### config.mk
export PLATFORM = sky130hd
export DESIGN_NAME = acc_ptr_unit
export DESIGN_NICKNAME = d
export VERILOG_FILES = /design/src/rtl/acc_ptr_pkg.sv /design/src/rtl/acc_ptr_step.sv /design/src/rtl/acc_ptr_regs.sv /design/src/rtl/acc_ptr_rdmux.sv /design/src/rtl/acc_ptr_unit.sv
export SDC_FILE = /design/constraint.sdc
export NUM_CORES = 1
export LEC_CHECK = 0
export BUFFER_PORTS_ARGS = -buffer_cell sky130_fd_sc_hd__buf_2
export CORE_UTILIZATION = 40
export CTS_CLUSTER_SIZE = 28
export DETAILED_ROUTE_END_ITERATION = 12
export PLACE_DENSITY = 0.65
export SLEW_MARGIN = 40
export SYNTH_ARGS = -nofsm -noshare
export SYNTH_HDL_FRONTEND = slang
export SYNTH_SLANG_ARGS = --single-unit
### constraint.sdc
create_clock -name clk_i -period 2.3 [get_ports clk_i]
set_clock_uncertainty 0.1 [all_clocks]
set_input_delay 0.115 -clock clk_i [delete_from_list [all_inputs] [get_ports clk_i]]
set_output_delay 0.115 -clock clk_i [all_outputs]
set_load 0.1 [all_outputs]
### src/rtl/acc_ptr_pkg.sv
package acc_ptr_pkg;
  localparam int REG_W   = 8;
  localparam int CLR_BIT = 7;
  localparam int DIR_BIT = 6;
  localparam logic SEL_PTR  = 1'b0;
  localparam logic SEL_CTRL = 1'b1;
endpackage

### src/rtl/acc_ptr_step.sv
module acc_ptr_step #(
  parameter int PTR_W  = 4,
  parameter int MODE_W = 3
) (
  input  logic [PTR_W-1:0]  ptr_i,
  input  logic [MODE_W-1:0] mode_i,
  input  logic              dir_i,
  output logic              step_en_o,
  output logic [PTR_W-1:0]  ptr_next_o
);
  logic [PTR_W-1:0] win_mask;
  logic [PTR_W-1:0] moved;

  // window of 2^mode entries: low mode bits move, rest held
  for (genvar i = 0; i < PTR_W; i++) begin : g_mask
    assign win_mask[i] = (i < int'(mode_i));
  end

  assign step_en_o  = (mode_i != '0) && (int'(mode_i) <= PTR_W);
  assign moved      = dir_i ? ptr_i - 1'b1 : ptr_i + 1'b1;
  assign ptr_next_o = (ptr_i & ~win_mask) | (moved & win_mask);
endmodule

### src/rtl/acc_ptr_regs.sv
module acc_ptr_regs
  import acc_ptr_pkg::*;
#(
  parameter int PTR_W  = 4,
  parameter int MODE_W = 3
) (
  input  logic              clk_i,
  input  logic              rst_ni,
  input  logic              wr_en_i,
  input  logic              addr_i,
  input  logic [REG_W-1:0]  wdata_i,
  input  logic              op_done_i,
  input  logic              step_en_i,
  input  logic [PTR_W-1:0]  ptr_next_i,
  output logic [PTR_W-1:0]  ptr_o,
  output logic              dir_o,
  output logic [MODE_W-1:0] mode_o
);
  logic ptr_wr, ctrl_wr, clr_req;
  logic unused_bits;

  assign ptr_wr  = wr_en_i && (addr_i == SEL_PTR);
  assign ctrl_wr = wr_en_i && (addr_i == SEL_CTRL);
  assign clr_req = ctrl_wr && wdata_i[CLR_BIT];
  assign unused_bits = ^wdata_i[5:3];

  // priority: clear > auto step > direct write
  always_ff @(posedge clk_i or negedge rst_ni) begin
    if (!rst_ni) begin
      ptr_o  <= '0;
      dir_o  <= 1'b0;
      mode_o <= '0;
    end else begin
      if (clr_req)                      ptr_o <= '0;
      else if (op_done_i && step_en_i)  ptr_o <= ptr_next_i;
      else if (ptr_wr)                  ptr_o <= wdata_i[PTR_W-1:0];
      if (ctrl_wr) begin
        dir_o  <= wdata_i[DIR_BIT];
        mode_o <= wdata_i[MODE_W-1:0];
      end
    end
  end
endmodule

### src/rtl/acc_ptr_rdmux.sv
module acc_ptr_rdmux
  import acc_ptr_pkg::*;
#(
  parameter int PTR_W  = 4,
  parameter int MODE_W = 3
) (
  input  logic              addr_i,
  input  logic [PTR_W-1:0]  ptr_i,
  input  logic              dir_i,
  input  logic [MODE_W-1:0] mode_i,
  output logic [REG_W-1:0]  rdata_o
);
  always_comb begin
    rdata_o = '0;
    if (addr_i == SEL_PTR) begin
      rdata_o[PTR_W-1:0] = ptr_i;
    end else begin
      rdata_o[DIR_BIT]    = dir_i;
      rdata_o[MODE_W-1:0] = mode_i;
    end
  end
endmodule

### src/rtl/acc_ptr_unit.sv
module acc_ptr_unit
  import acc_ptr_pkg::*;
#(
  parameter int PTR_W  = 4,
  parameter int MODE_W = 3
) (
  input  logic             clk_i,
  input  logic             rst_ni,
  input  logic             wr_en_i,
  input  logic             addr_i,
  input  logic [REG_W-1:0] wdata_i,
  output logic [REG_W-1:0] rdata_o,
  input  logic             op_done_i,
  output logic [PTR_W-1:0] acc_sel_o
);
  logic [PTR_W-1:0]  ptr_q, ptr_next;
  logic              dir_q, step_en;
  logic [MODE_W-1:0] mode_q;

  acc_ptr_step #(.PTR_W(PTR_W), .MODE_W(MODE_W)) u_step (
    .ptr_i      (ptr_q),
    .mode_i     (mode_q),
    .dir_i      (dir_q),
    .step_en_o  (step_en),
    .ptr_next_o (ptr_next)
  );

  acc_ptr_regs #(.PTR_W(PTR_W), .MODE_W(MODE_W)) u_regs (
    .clk_i      (clk_i),
    .rst_ni     (rst_ni),
    .wr_en_i    (wr_en_i),
    .addr_i     (addr_i),
    .wdata_i    (wdata_i),
    .op_done_i  (op_done_i),
    .step_en_i  (step_en),
    .ptr_next_i (ptr_next),
    .ptr_o      (ptr_q),
    .dir_o      (dir_q),
    .mode_o     (mode_q)
  );

  acc_ptr_rdmux #(.PTR_W(PTR_W), .MODE_W(MODE_W)) u_rd (
    .addr_i  (addr_i),
    .ptr_i   (ptr_q),
    .dir_i   (dir_q),
    .mode_i  (mode_q),
    .rdata_o (rdata_o)
  );

  assign acc_sel_o = ptr_q;
endmodule

==> flow_summary.json <==
{
  "synth_compound_area_share_pct": 16.18,
  "ant_nets": 0,
  "setup_viol": 0,
  "fmax_mhz": 555.6,
  "finalWirelength_um": 1279,
  "final_util_pct": 56.53,
  "root_buffer": "clkbuf_4",
  "gp_congestion": 0.7773,
  "crit_path_top_delay_cell": "dfrtp_1",
  "drt_iter0_drc": 13,
  "die_y_um": 40.83,
  "first_pass_iters": 4,
  "final_cell_mix": "19 x buf_2, 8 x mux2_2, 8 x dfrtp_1",
  "drive_gt1_share_pct": 43.90,
  "crit_buf_inv": 0,
  "synth_cell_types": 28,
  "io_pins": 25,
  "cts_buffers": 3,
  "start_kind": "flip-flop",
  "placed_cells": 90,
  "syn_to_final_growth_pct": 26.56,
  "synth_seq_cells": 8,
  "pre_cts_slack_ns": 0.5137,
  "post_cts_buffers": 0,
  "cpMostUsedCell": "a211o_1",
  "dp_hpwl_um": 949.3,
  "final-hold-violation-count": 0,
  "final_area_um2": 763.2,
  "clkLatencyLatePin_ns": 0.26,
  "insertedDiodeCount": 0,
  "die_x_um": 40.83,
  "final_nets": 100,
  "regArea_um2": 200.2,
  "critPathMaxStageDelay_ns": 0.46,
  "synth_top_family_by_area": "multiplexers",
  "irDropWorstVdd_uv": 656.4,
  "grt_pass1_wl_um": 1987,
  "required_ns": 2.38,
  "place_area_um2": 700.7,
  "drv_slew": 0,
  "fin_ws_ns": 0.5003,
  "rsz0062_at_grt": "no",
  "avgSynthCellArea_um2": 10.40,
  "grt_pass1_vias": 466,
  "cp_cell_sequence": "ha_1 > a21oi_1 > a211o_1 > a211o_1 > a31oi_1",
  "synthSimpleGateAreaFrac_pct": 15.35,
  "cap_violations": 0,
  "cp-end-kind": "flip-flop",
  "crit_type": "reg -> reg",
  "die-area_um2": 1667,
  "initial_core_util_pct": 44.67,
  "ctsHtreeMaxLevel": 1,
  "cts_sinks": 8,
  "synth_area_leader_cell": "dfrtp_1",
  "drc": 0,
  "grt_max_degree": 11,
  "synthMuxAreaShare_pct": 20.75,
  "tritoncts": "built",
  "grt.total_usage_pct": 19.25,
  "gr-total-overflow": 0,
  "synth_top_cell_area_share_pct": 33.20,
  "fin_setup_tns_ns": 0,
  "clk_pin_slew_ns": 0.06,
  "power.total_mw": 0.9984,
  "outcome": "finished clean",
  "finalCritPeriodShare_pct": 78.25,
  "powerDensity_nw_per_um2": 1308,
  "synth-xor-area-share_pct": 1.452,
  "antenna_found_initial": 0,
  "row_count": 13,
  "seq_area_frac_synth_pct": 33.20,
  "ys_warn_count": 0,
  "cellLeakagePower_nw": 0.3534,
  "layout_commonest_cell": "buf_2",
  "syn_inst": 58,
  "critPathMaxFanout": 7,
  "cts_hold_buffers": 4,
  "holdWs_ns": 0.009461,
  "synthAdderAreaFrac_pct": 7.469,
  "routedWlPerCell_um": 13.19,
  "multi_input_area_um2": 382.9,
  "routed_via_density": 5.485,
  "syn_area_um2": 603.1,
  "core_um2": 1350,
  "cts_buffer_depth": 2,
  "worstHoldPathType": "in -> reg",
  "stdcell_count": 97,
  "crit_arrival_ns": 1.88,
  "fill_cells": 121,
  "synth_area_leaders": "dfrtp_1 33%, mux2_2 15%, ha_1 4.1%, a211oi_1 3.7%, buf_4 3.7%",
  "timing.final.crit_period_ns": 1.800,
  "post_cts_resized": 0,
  "vias": 532,
  "io_buffers": 19,
  "crit_family": "compound AO/OA/AOI/OAI gates"
}
==> report_power, final <==
part / internal [mW] / switching [mW] / leakage, nW
Sequential: 0.178 / 0.0613 / 0.0953
Combinational: 0.161 / 0.486 / 0.244
Clock: 0.0600 / 0.0519 / 0.0138
==> layer usage <==
| layer | track usage [%] | up-vias | routed length (µm) |
|---|---|---|---|
| li1 | - | 263 | - |
| met1 | 25.08 | 243 | 621 |
| met2 | 28.91 | 22 | 558 |
| met3 | 4.891 | 4 | 77 |
| met4 | 10.00 | 0 | 21 |
| met5 | 0 | - | 0 |
==> state kept, by name, indices dropped and copies added, names as in the netlist <==
signal and count:
u_regs.dir_o 1, u_regs.ptr_o 4, u_regs.mode_o 3
==> cells by family after synthesis <==
| logic type | Yosys count |
|---|---|
| multiplexers | 11 |
| adder cells (fa/ha/maj) | 3 |
| other | 1 |
| flip-flops | 8 |
| XOR/XNOR | 1 |
| buffers and inverters | 5 |
| AND/OR/NAND/NOR | 16 |
| AO/OA/AOI/OAI | 13 |
==> cell type report <==
class | count | area share [%]
repair buffers | 23 | 17.70
multi-input cells | 47 | 50.16
inverters | 1 | 0.4918
well taps | 15 | 2.459
flip-flops and latches | 8 | 26.23
clock buffers | 3 | 2.951
==> synthesized netlist by cell type, drive strengths merged <==
| cell | count |
|---|---|
| a211o | 2 |
| a211oi | 3 |
| a21oi | 3 |
| a2bb2oi | 1 |
| a31oi | 2 |
| and2 | 1 |
| and3 | 2 |
| buf | 3 |
| clkbuf | 1 |
| conb | 1 |
| dfrtp | 8 |
| fa | 1 |
| ha | 2 |
| inv | 1 |
| mux2 | 9 |
| mux2i | 2 |
| nand2 | 3 |
| nand3 | 2 |
| nand4 | 2 |
| nor2 | 3 |
| nor2b | 2 |
| o21ai | 1 |
| o31ai | 1 |
| or3 | 1 |
| xnor2 | 1 |
==> final timing paths <==
check                            startpoint               end  slack (ns)  cells past startpoint
max in group asynchronous            rst_ni   u_regs.ptr_o[3]        1.80                      2
min reg2reg                u_regs.mode_o[0]  u_regs.mode_o[0]        0.49                      1
min                              wdata_i[1]  u_regs.mode_o[1]       0.009                      2
max                            u_regs.dir_o   u_regs.ptr_o[3]        0.50                      5
max reg2reg                    u_regs.dir_o   u_regs.ptr_o[3]        0.50                      5
min in group asynchronous            rst_ni  u_regs.mode_o[1]        0.13                      2
No activity file was read; power rests on OpenSTA's default activity.
